<file path="src/rtl/spr_pkg.sv">
`timescale 1ns/1ps
package spr_pkg;
    localparam int NUM_SLOTS   = 4;
    localparam int COL_W       = 4;
    localparam int BYTE_W      = 8;
    localparam int PAT_W       = 2 * BYTE_W;
    localparam int POS_W       = 11;
    localparam int EARLY_SHIFT = 32;

    typedef logic signed [POS_W-1:0] pos_t;

    typedef enum logic {
        COLL_CLEAR = 1'b0,
        COLL_SEEN  = 1'b1
    } coll_state_e;
endpackage

</file>
<file path="src/rtl/spr_slot.sv">
`timescale 1ns/1ps
module spr_slot
    import spr_pkg::*;
(
    input  logic              clk,
    input  logic              rst_n,
    input  logic              ld,
    input  logic [BYTE_W-1:0] ld_x,
    input  logic [BYTE_W-1:0] ld_tag,
    input  logic [BYTE_W-1:0] ld_hi,
    input  logic [BYTE_W-1:0] ld_lo,
    input  logic              wide,
    input  logic              step,
    input  pos_t              pos0,
    output logic              opq0,
    output logic              opq1,
    output logic [COL_W-1:0]  col
);
    pos_t             x_q;
    pos_t             pos1;
    logic [PAT_W-1:0] pat_q;
    logic [PAT_W-1:0] pat_mid;
    logic [PAT_W-1:0] pat_nxt;
    logic             act0;
    logic             act1;

    // Two pixels per step: the second sees the pattern after the first shift.
    always_comb begin
        pos1    = pos0 + pos_t'(1);
        act0    = (pos0 >= x_q);
        opq0    = act0 & pat_q[PAT_W-1];
        pat_mid = act0 ? {pat_q[PAT_W-2:0], 1'b0} : pat_q;
        act1    = (pos1 >= x_q);
        opq1    = act1 & pat_mid[PAT_W-1];
        pat_nxt = act1 ? {pat_mid[PAT_W-2:0], 1'b0} : pat_mid;
    end

    always_ff @(posedge clk) begin
        if (!rst_n) begin
            x_q   <= '0;
            pat_q <= '0;
            col   <= '0;
        end else if (ld) begin
            x_q   <= pos_t'(ld_x) - (ld_tag[BYTE_W-1] ? pos_t'(EARLY_SHIFT) : pos_t'(0));
            col   <= ld_tag[COL_W-1:0];
            pat_q <= {ld_hi, (wide ? ld_lo : {BYTE_W{1'b0}})};
        end else if (step) begin
            pat_q <= pat_nxt;
        end
    end
endmodule

</file>
<file path="src/rtl/spr_pixel_arb.sv">
`timescale 1ns/1ps
module spr_pixel_arb
    import spr_pkg::*;
#(
    parameter int N = NUM_SLOTS
) (
    input  logic [N-1:0]       opq,
    input  logic [N*COL_W-1:0] cols,
    output logic [COL_W-1:0]   col,
    output logic               hit
);
    // Walk slots in index order; a later opaque slot overrides the running colour.
    always_comb begin
        col = '0;
        hit = 1'b0;
        for (int i = 0; i < N; i++) begin
            if (opq[i]) begin
                if (col != '0) hit = 1'b1;
                col = cols[i*COL_W +: COL_W];
            end
        end
    end
endmodule

</file>
<file path="src/rtl/spr_serializer.sv">
`timescale 1ns/1ps
module spr_serializer
    import spr_pkg::*;
#(
    parameter int HS_W     = 8,
    parameter int WRAP_AT  = 294,
    parameter int WRAP_SUB = 512
) (
    input  logic             clk,
    input  logic             rst_n,
    input  logic             load_en,
    input  logic [1:0]       load_slot,
    input  logic [7:0]       load_x,
    input  logic [7:0]       load_tag,
    input  logic [7:0]       load_pat_hi,
    input  logic [7:0]       load_pat_lo,
    input  logic             wide_mode,
    input  logic             step_en,
    input  logic [HS_W-1:0]  hslot,
    input  logic [3:0]       bg_col0,
    input  logic [3:0]       bg_col1,
    input  logic             coll_clr,
    output logic [3:0]       spr_col0,
    output logic [3:0]       spr_col1,
    output logic [3:0]       mix_col0,
    output logic [3:0]       mix_col1,
    output logic             collide
);
    localparam int NPIX = 2;

    pos_t                       pos_raw;
    pos_t                       pos_cur;
    logic [NUM_SLOTS-1:0]       opq_v [NPIX];
    logic [NUM_SLOTS*COL_W-1:0] col_flat;
    logic [COL_W-1:0]           pix_col [NPIX];
    logic [NPIX-1:0]            pix_hit;
    logic                       hit_any;
    coll_state_e                state_q;
    coll_state_e                state_d;

    // Beam position: doubled slot count, folded negative near line start.
    always_comb begin
        pos_raw = pos_t'({hslot, 1'b0});
        pos_cur = (pos_raw > pos_t'(WRAP_AT)) ? pos_raw - pos_t'(WRAP_SUB) : pos_raw;
    end

    for (genvar s = 0; s < NUM_SLOTS; s++) begin : g_slot
        spr_slot u_slot (
            .clk   (clk),
            .rst_n (rst_n),
            .ld    (load_en && (load_slot == s[1:0])),
            .ld_x  (load_x),
            .ld_tag(load_tag),
            .ld_hi (load_pat_hi),
            .ld_lo (load_pat_lo),
            .wide  (wide_mode),
            .step  (step_en),
            .pos0  (pos_cur),
            .opq0  (opq_v[0][s]),
            .opq1  (opq_v[1][s]),
            .col   (col_flat[s*COL_W +: COL_W])
        );
    end

    for (genvar p = 0; p < NPIX; p++) begin : g_pix
        spr_pixel_arb #(.N(NUM_SLOTS)) u_arb (
            .opq (opq_v[p]),
            .cols(col_flat),
            .col (pix_col[p]),
            .hit (pix_hit[p])
        );
    end

    assign hit_any = step_en && (|pix_hit);

    // Collision state register
    always_ff @(posedge clk) begin
        if (!rst_n) state_q <= COLL_CLEAR;
        else        state_q <= state_d;
    end

    // Transitions: detect (CLEAR->SEEN), clear (SEEN->CLEAR); detect wins.
    always_comb begin
        state_d = state_q;
        unique case (state_q)
            COLL_CLEAR: if (hit_any)              state_d = COLL_SEEN;
            COLL_SEEN:  if (coll_clr && !hit_any) state_d = COLL_CLEAR;
        endcase
    end

    assign collide = (state_q == COLL_SEEN);

    // Pixel outputs
    always_ff @(posedge clk) begin
        if (!rst_n) begin
            spr_col0 <= '0;
            spr_col1 <= '0;
            mix_col0 <= '0;
            mix_col1 <= '0;
        end else if (step_en) begin
            spr_col0 <= pix_col[0];
            spr_col1 <= pix_col[1];
            mix_col0 <= (pix_col[0] != '0) ? pix_col[0] : bg_col0;
            mix_col1 <= (pix_col[1] != '0) ? pix_col[1] : bg_col1;
        end
    end
endmodule

</file>
<file path="config.mk">
export PLATFORM = sky130hd
export DESIGN_NAME = spr_serializer
export DESIGN_NICKNAME = d
export VERILOG_FILES = /design/src/rtl/spr_pkg.sv /design/src/rtl/spr_slot.sv /design/src/rtl/spr_pixel_arb.sv /design/src/rtl/spr_serializer.sv
export SDC_FILE = /design/constraint.sdc
export NUM_CORES = 1
export LEC_CHECK = 0
export ABC_AREA = 1
export BUFFER_PORTS_ARGS = -buffer_cell sky130_fd_sc_hd__buf_2
export CAP_MARGIN = 0
export CORE_UTILIZATION = 66
export DETAILED_ROUTE_END_ITERATION = 6
export GPL_ROUTABILITY_DRIVEN = 1
export PLACE_DENSITY = 0.93
export SLEW_MARGIN = 20
export SYNTH_ARGS = -nofsm -noshare
export SYNTH_HDL_FRONTEND = slang
export SYNTH_SLANG_ARGS = --single-unit
</file>
<file path="constraint.sdc">
create_clock -name clk -period 7.1 [get_ports clk]
set_input_delay 1.42 -clock clk [delete_from_list [all_inputs] [get_ports clk]]
set_output_delay 1.42 -clock clk [all_outputs]
set_load 0.005 [all_outputs]
</file>
---- Yosys cells after proc, flatten, opt, wreduce, memory -nomap -nowiden ----
Index checks and enable logic that the tools add are counted.
cells by class
  bitwise operators ....................... 9
  reductions and logical operators ........ 21
  multiplexer cells ....................... 44
  equality and inequality tests ........... 3
  $lt $le $gt $ge ......................... 9
  add/subtract/negate cells ............... 3
operators by type and width
  cell                                                   number
  2-to-1 mux 16 bit                                      16
  >= comparator 11 bit                                   8
  2-to-1 mux 4 bit                                       10
  nonzero test 4 bit                                     8
  2-to-1 mux 1 bit                                       14
  adder 11 x 2 -> 11 bit (second input constant)         1
  2-to-1 mux 11 bit                                      1
  subtractor 9 x 10 -> 11 bit (second input constant)    1
  subtractor 9 x 11 -> 11 bit                            1
  greater-than comparator 9 bit (second input constant)  1
  AND 1 bit                                              8
  2-to-1 mux 8 bit                                       1
  nonzero test 2 bit                                     4
  logical AND 1 bit                                      6
  2-to-1 mux 6 bit                                       1
  equality test 2 bit (second input constant)            2
  equality test 2 x 1 -> 1 bit (second input constant)   1
  logical NOT 2 bit                                      1
  case mux 1 bit (2 select lines)                        1
  OR reduction 2 bit                                     1
  logical NOT 1 bit                                      1
  inverter 1 bit                                         1
storage, ports and cells
  logic and storage cells ................. 106
  bits in registers ....................... 141
  input bits .............................. 56
  output and inout port bits .............. 17

---- Logic depth before layout (Yosys ltp) ----
Gate-level depths: netlist (run 1).
  word-level depth ........................ 19
  mapped depth ............................ 22

---- Cells and area by module ----
From an unflattened synthesis (run 1), not the netlist that was laid out.
second synthesis, totals
  cells, all modules ...................... 1948
  area, all modules ....................... 12260.5 µm²
modules (own cells, without submodules)
  module                            seq. area each (µm²)  cells an instance  area an instance (µm²)  instances
  spr_slot at g_slot[1].u_slot ...  580.6                 433                2746.4                  3
  spr_slot at g_slot[0].u_slot      580.6                 430                2787.7                  1
  spr_serializer                    340.3                 119                780.7                   1
  spr_pixel_arb                     0.0                   50                 226.5                   2

---- Worst setup path before layout (run 1) ----
Ideal clock, no wire load.
  path kind ............................... input to register
  start point ............................. input port hslot[2]
  end point ............................... register mix_col0[0]
  setup time .............................. 0.070 ns
  stages on the path ...................... 17
  data required time ...................... 7.030 ns
  setup slack ............................. 3.056 ns
  arrival time ............................ 3.974 ns
  buffers on the path ..................... 0
  cell sequence ........................... o21ai_0 a21boi_0 ha_1 a21o_1 nor2_2 nand3_1 nand2_2 nand2_4 nand2_1 nand2_1 nand3_1 nand2_1 o21ai_2 nand2_2 a211oi_4 nand2_1 a21oi_1
on the way
  longest elaborated chain between the ends .. 10
  elaborated cells between the ends (all ways) .. 17
  classes of those cells .................. add/sub: 1; order compare: 5; mux: 6; bitwise: 4; reduce/logical: 1
RTL lines
  item                                                                          line                   text
  from (decl)                                                                   spr_serializer.sv:19   input logic [HS_W-1:0] hslot,
  subtractor 9 x 10 -> 11 bit or greater-than comparator 9 bit (tied branches)  spr_serializer.sv:44   pos_cur = (pos_raw > pos_t'(WRAP_AT)) ? pos_raw - pos_t'(WRAP_SUB) : pos_raw;
  2-to-1 mux 11 bit (*)                                                         spr_serializer.sv:44
  >= comparator 11 bit                                                          spr_slot.sv:30         act0 = (pos0 >= x_q);
  AND 1 bit                                                                     spr_slot.sv:31         opq0 = act0 & pat_q[PAT_W-1];
  2-to-1 mux 4 bit (3 in series)                                                spr_pixel_arb.sv:17    if (opq[i]) begin
  2-to-1 mux 4 bit (*)                                                          spr_pixel_arb.sv:17
  nonzero test 4 bit                                                            spr_serializer.sv:103  mix_col0 <= (pix_col[0] != '0) ? pix_col[0] : bg_col0;
  2-to-1 mux 4 bit (*)                                                          spr_serializer.sv:103
  to (signal assigned)                                                          spr_serializer.sv:103
  to (decl)                                                                     spr_serializer.sv:25   output logic [3:0] mix_col0,
Mark *: on every way between the ends. The rest lies on a longest branch, timed or not.
A chain may end at the register's enable or synchronous reset.

---- Worst setup path after layout (run 1) ----
  start point ............................. input port hslot[6]
  end point ............................... register mix_col1[0]
on the way
  longest elaborated chain between the ends .. 11
  elaborated cells between the ends (all ways) .. 26
  classes of those cells .................. add/sub: 2; order compare: 9; mux: 10; bitwise: 4; reduce/logical: 1
RTL lines
  item                                                                          line                            text
  subtractor 9 x 10 -> 11 bit or greater-than comparator 9 bit (tied branches)  spr_serializer.sv:44
  2-to-1 mux 11 bit (*)                                                         spr_serializer.sv:44
  adder 11 x 2 -> 11 bit or >= comparator 11 bit (tied branches)                spr_slot.sv:29, spr_slot.sv:30
  >= comparator 11 bit or 2-to-1 mux 16 bit (tied branches)                     spr_slot.sv:33, spr_slot.sv:32
  AND 1 bit                                                                     spr_slot.sv:34                  opq1 = act1 & pat_mid[PAT_W-1];
  2-to-1 mux 4 bit (3 in series)                                                spr_pixel_arb.sv:17
  2-to-1 mux 4 bit (*)                                                          spr_pixel_arb.sv:17
  nonzero test 4 bit                                                            spr_serializer.sv:104           mix_col1 <= (pix_col[1] != '0) ? pix_col[1] : bg_col1;
  2-to-1 mux 4 bit (*)                                                          spr_serializer.sv:104
  to (signal assigned)                                                          spr_serializer.sv:104
  to (decl)                                                                     spr_serializer.sv:26            output logic [3:0] mix_col1,
Marks and branches as above.

==> flow_summary.yaml, run 1 <==
timing:
  skew_ns: 0.00821
  slew_violations: 0
  min_period_ns: 4.73
  finalSetupViolations: 0
  tightest_slew_ns: 1.08
  fin_crit_sh_pct: 66.6
  rsz0062_at_grt: "no"
  hold_slack_ns: 0.462
  slew_headroom_pct: 27.9
  tns_ns: 0
  max_freq_mhz: 211
  hold_violations: 0
synthesis:
  synthTopCellsByArea: "dfxtp_1 (32%), nand2_1 (15%), inv_1 (8.3%)"
  yosysMostFrequentCell: "nand2_1"
  synth-seq-cells: 137
  avgSynthCellArea_um2: 6.57
  yosys.area.top_type: "dfxtp_1"
  yosysSeqAreaShare_pct: 31.8
  ys.flop_type: "dfxtp_1"
  yosysTopAreaCellShare_pct: 31.8
  yosys-top-cells-count: "nand2_1 (337), inv_1 (191), dfxtp_1 (137), o21ai_0 (137), a21oi_1 (92)"
  syn_inst: 1312
  netlist_area_um2: 8620
  ys_warn_count: 0
  synth_cell_types: 45
  synthArstFlopShare_pct: 0
  synth_nets: 1415
  synth-edff-count: 0
clock_network:
  cts.sinks: 137
  ctsResizeCount: 0
  clock_latency_ns: 0.43
  cts_buffer_depth: 2
  numCtsBuffers: 17
  ctsHoldBuffers: 0
  cts_tree: "built"
  cts_htree_levels: 4
  clk_pin_slew_worst_paths_ns: 0.06
  post_cts_buffers: 0
  root_buffer: "clkbuf_16"
setup_path:
  r2r-end: "mix_col1[0]"
  cp.required_ns: 7.46
  r2r_setup_slack_ns: 3.90
  arrival_ns: 5.09
  worstReg2RegStart: "g_slot[0].u_slot.x_q[8]"
  startpoint: "hslot[6]"
  reg2reg_depth: 20
  cp-end-kind: "register"
  crit_path_start_kind: "primary input"
  path_max_fanout: 21
  crit_type: "in -> reg"
die:
  io_pins: 73
  row_count: 41
  die_w_um: 116
  core_um2: 12700
  start_util_pct: 68.1
  design.die.area_um2: 13500
  die_y_um: 116
layout:
  area_delta_synth_final_pct: 11.9
  drive_gt1_share_pct: 11.4
  fin_nets: 1444
  num_antenna_cells: 0
global_routing:
  grt-ovfl-total: 0
  grt_pass1_vias: 8229
  antenna_found_initial: 0
  grt_max_degree: 93
  grt_pass1_wl_mm: 37.8
  grt_usage_pct: 35.5
placed_design:
  dp_hpwl_mm: 15.6
  io_buffer_count: 69
  place_congestion: 0.924
power_and_ir_drop:
  p_leak_nw: 4.55
  power.density_nw_per_um2: 263
  vdd_drop_max_uv: 195
routing:
  routedWlPerCell_um: 15.3
  drt-initial-drc-count: 1119
  drtAntennaViolNets: 0
  via_count: 8970
  drc: 0
  vias_per_cell: 5.88
  drtPass1Iterations: 7
  finalWirelength_mm: 23.4
worst_hold_path:
  min_path_type: "reg -> reg"
  min-delay-start: "g_slot[0].u_slot.x_q[5]"
  worstHoldPathCells: 2
  min_to: "g_slot[0].u_slot.x_q[5]"
run_status:
  status: "completed"
run:
  max_cap_viol_count: 0
-- sequential cells by signal, indices dropped and copies added, names as in the netlist --
name                 cells
collide                  1
spr_col1                 4
mix_col1                 4
g_slot.u_slot.col       16
g_slot.u_slot.pat_q     64
g_slot.u_slot.x_q       40
spr_col0                 4
mix_col0                 4
-- cell families after synthesis --
family,share of synthesized area (%)
AOI/OAI and AO/OA,21.5
adders and majority gates,6.82
buffers and inverters,12.0
and+or+nand+nor,27.9
DFF,31.8
-- worst max path at each step --
| stage | end | depth (start not counted) |
|---|---|---|
| final | mix_col1[0] | 19 |
| after global routing | mix_col1[0] | 19 |
| after CTS | mix_col1[0] | 19 |
| after detailed placement | mix_col1[2] | 19 |
| after global placement | mix_col1[1] | 19 |
| after floorplan | mix_col0[0] | 17 |
-- per-stage QoR --
step                setup WS (ns)  total power [mW]  area [um2]  std cells  util (%)
detailed placement           2.06              1.49        8960       1494      70.7
floorplan                    3.06              1.36        8620       1312         -
CTS                          2.42              2.52        9650       1526      76.1
global placement             1.80              1.47        8960       1494      70.7
global route                 2.06              2.66        9650       1526      76.2
finish                       2.37              2.54        9650       1526      76.2
-- layout by cell type, fill, tap and decap left out, types with 4 or more instances in the layout --
| cell | synthesis | layout |
|---|---|---|
| clkbuf_16 | 0 | 17 |
| o21ai_1 | 10 | 10 |
| a21oi_1 | 92 | 92 |
| inv_2 | 6 | 6 |
| and2_1 | 4 | 4 |
| o21ai_0 | 137 | 137 |
| a31oi_1 | 7 | 7 |
| o21ai_2 | 4 | 4 |
| ha_1 | 47 | 47 |
| buf_2 | 10 | 68 |
| nand3_2 | 4 | 5 |
| nand3_1 | 59 | 58 |
| nand2_4 | 6 | 6 |
| nand2_1 | 337 | 337 |
| nand2_2 | 8 | 8 |
| o211ai_1 | 56 | 56 |
| nor2_2 | 4 | 5 |
| buf_4 | 1 | 7 |
| nand4_1 | 45 | 45 |
| nor2_1 | 62 | 61 |
| a221o_1 | 4 | 4 |
| inv_1 | 191 | 191 |
| bufinv_16 | 0 | 6 |
| dfxtp_1 | 137 | 137 |
-- metal layers --
| metal | track usage [%] | vias to the layer above | part of all wire (%) |
|---|---|---|---|
| met1 | 44.0 | 3997 | 41 |
| li1 | - | 4380 | - |
| met3 | 8.10 | 114 | 9.1 |
| met5 | 0 | - | 0 |
| met2 | 55.7 | 479 | 46 |
| met4 | 22.9 | 0 | 4.4 |
-- layout make-up --
class,count,area [um2]
flip-flops and latches,137,2740
inverters,200,756
multi-input cells,910,4860
clock inverters,12,219
clock buffers,20,467
fillers,905,3020
well taps,172,215
repair buffers,75,393
-- critical path: stages --
cell and delay (ns):
buf_2 0.18, nor2_1 0.07, a21boi_1 0.62, ha_1 0.42, nand2_2 0.11, inv_2 0.04
a21oi_2 0.17, nand4_1 0.18, nand2_1 0.56, nand2_1 0.27, nand4_1 0.17, nand2_1 0.09
nand3_1 0.08, nand2_1 0.09, o21ai_2 0.13, nand2_1 0.09, nor2_4 0.15, nand2_1 0.08
a21oi_1 0.14
-- report_power, final --
part	internal (mW)	total [mW]	switching (mW)
logic	0.201	0.636	0.435
clock network	0.685	1.03	0.348
registers	0.833	0.869	0.0359
Note: power is estimated with default switching activity, not from simulation.
==> run 2, diff against run 1 <==
- ABC_AREA: 1 -> 0
- CORE_UTILIZATION: 66 -> 60
- PLACE_DENSITY: 0.93 -> 0.86
- clock period: 7.1 -> 4.5 ns (I/O delays scaled with it)
==> flow_summary.yaml, run 2 <==
placed_design:
  placed_cells: 1228
  io_buffer_count: 69
  dp_hpwl_mm: 14.5
  place_worst_setup_slack_ns: -0.107
  place_congestion: 0.891
synthesis:
  syn_inst: 1041
  netlist_area_um2: 8110
  synth_nets: 1144
  yosysTopAreaCellShare_pct: 33.8
  yosysMostFrequentCell: "nand2_1"
  ys.flop_type: "dfxtp_1"
  ys_warn_count: 0
  synthTopCellsByArea: "dfxtp_1 (34%), nand2_1 (8.8%), ha_1 (7.3%)"
  synth-seq-cells: 137
  yosys.area.top_type: "dfxtp_1"
  avgSynthCellArea_um2: 7.79
  synthArstFlopShare_pct: 0
  synth-edff-count: 0
  yosys-top-cells-count: "nand2_1 (191), dfxtp_1 (137), inv_1 (71), nor2_1 (71), clkbuf_1 (58)"
  yosysSeqAreaShare_pct: 33.8
  synth_cell_types: 72
setup_path:
  crit_type: "in -> reg"
  worstPathCellList: "buf_2 -> o21ai_0 -> a21boi_0 -> ha_1 -> nand4_1 -> a211oi_1 -> nor2_1 -> a31oi_1 -> o2111a_1 -> nand3_1 -> a31o_1 -> a211o_1 -> nand2_1"
  path_buf_inv: 1
  path_max_fanout: 10
  critPathMaxStageDelay_ns: 0.57
  slowest_stage: "a21boi_0"
  crit_path_start_kind: "primary input"
  cpLargestDelayFamily: "compound AO/OA/AOI/OAI gates"
  cp.required_ns: 4.87
  arrival_ns: 4.50
  cp-end-kind: "register"
clock_network:
  cts.sinks: 137
  cts_tree: "built"
  numCtsBuffers: 17
  root_buffer: "clkbuf_16"
  clk_pin_slew_worst_paths_ns: 0.06
  clock_latency_ns: 0.43
  post_cts_buffers: 0
  cts_buffer_depth: 2
  cts_htree_levels: 4
run:
  max_cap_viol_count: 0
layout:
  largest_reg_flops: 64
  fin_nets: 1174
  multi_input_area_um2: 4830
  drive_gt1_share_pct: 12.9
  layout.area.seq_um2: 2740
  final_common_cell: "nand2_1"
  num_antenna_cells: 0
  regMostFlops: "g_slot.u_slot.pat_q"
  area_delta_synth_final_pct: 12.1
  final_cell_count_no_fill: 1260
  fillers: 1073
  mostFrequentLayoutCells: "nand2_1 (191), dfxtp_1 (137), inv_1 (71)"
  reg_top3: "g_slot.u_slot.pat_q x64, g_slot.u_slot.x_q x40, g_slot.u_slot.col x16"
global_routing:
  grt_max_degree: 103
  grt_pass1_vias: 7463
  antenna_found_initial: 0
  grt-ovfl-total: 0
  grt_usage_pct: 32.0
  grt_pass1_wl_mm: 35.9
routing:
  drtPass1Iterations: 6
  via_count: 7811
  finalWirelength_mm: 21.6
  vias_per_cell: 6.20
  routedWlPerCell_um: 17.2
  drt-initial-drc-count: 744
  drtAntennaViolNets: 0
  drc: 0
timing:
  hold_violations: 0
  slew_violations: 0
  slew_headroom_pct: 25.5
  min_period_ns: 4.13
  finalSetupViolations: 0
  skew_ns: 0.00685
  fin_crit_sh_pct: 91.8
  hold_slack_ns: 0.464
  tightest_slew_ns: 1.11
  max_freq_mhz: 242
  setup_slack_ns: 0.370
  rsz0062_at_grt: "no"
  tns_ns: 0
power_and_ir_drop:
  power_switching_share_pct: 28.7
  intPower_mw: 2.45
  power.density_nw_per_um2: 379
  p_seq_share_pct: 39.4
  p_comb_share_pct: 19.4
  p_leak_nw: 3.55
  p_sw_uw: 986
  power_mw: 3.44
  power_frac_clock_pct: 41.2
  vdd_drop_max_uv: 305
die:
  start_util_pct: 61.5
  row_count: 42
  die_w_um: 118
  io_pins: 73
  die_y_um: 118
  design.die.area_um2: 14000
  core_um2: 13200
run_status:
  status: "completed"
worst_hold_path:
  min_path_type: "reg -> reg"
-- run 2: what timing repair did --
action                                  CTS  global route
hold buffers                              0             0
endpoints found under the setup margin    0             3
resized for setup                         0             1
endpoints found under the hold margin     0             0
-- run 2: logic make-up after synthesis --
| group | synth area share [%] |
|---|---|
| xor+xnor | 0.525 |
| buf+inv | 6.81 |
| flops | 33.8 |
| simple gates | 21.4 |
| compound gates | 29.6 |
| fa+ha+maj | 7.25 |
| mux | 0.679 |
-- run 2: worst paths after layout --
kind	start	endpoint	slack, ns	cells past startpoint
worst max-delay path	hslot[2]	collide	0.37	13
worst min-delay path	g_slot[3].u_slot.x_q[4]	g_slot[3].u_slot.x_q[4]	0.46	2
worst max register to register	g_slot[0].u_slot.x_q[8]	collide	1.24	11
worst min register to register	g_slot[3].u_slot.x_q[4]	g_slot[3].u_slot.x_q[4]	0.46	2
-- run 2: area by class of cell --
type                       instances  area share [%]
multi-input combinational        764            53.2
sequential                       137            30.2
inverter                          71            2.93
clock buffer                      21            4.96
timing repair buffer              80            4.74
clock inverter                    11            1.61
tap                              176            2.42
-- run 2: worst reg2reg max path: stages, from the launching register on --
cell      delay [ns]
dfxtp_1         0.32
inv_1           0.07
ha_1            0.45
nand4_1         0.20
a211oi_1        0.35
nor2_1          0.14
a31oi_1         0.47
o2111a_1        0.44
nand3_1         0.14
a31o_1          0.27
a211o_1         0.30
nand2_1         0.06
-- run 2: metrics by stage --
stage | util, % | area [um2]
CTS | 68.8 | 9080
global placement | 64.3 | 8480
global route | 68.9 | 9090
finish | 68.9 | 9090
floorplan | - | 8110
detailed placement | 64.3 | 8480
-- run 2: power by group through the flow --
stage	combinational (mW)	sequential, mW	clock, mW
3_5_place_dp	0.647	1.38	0
4_1_cts	0.655	1.35	1.43
6_report	0.667	1.35	1.42
3_3_place_gp	0.628	1.37	0
5_1_grt	0.740	1.36	1.49
2_1_floorplan	0.496	1.36	0
-- run 2: layer usage --
layer,track usage [%],routed length (um),vias up
met3,7.53,1500,73
li1,-,-,3767
met1,39.8,9260,3664
met5,0,0,-
met4,15.2,816,0
met2,52.1,10100,307
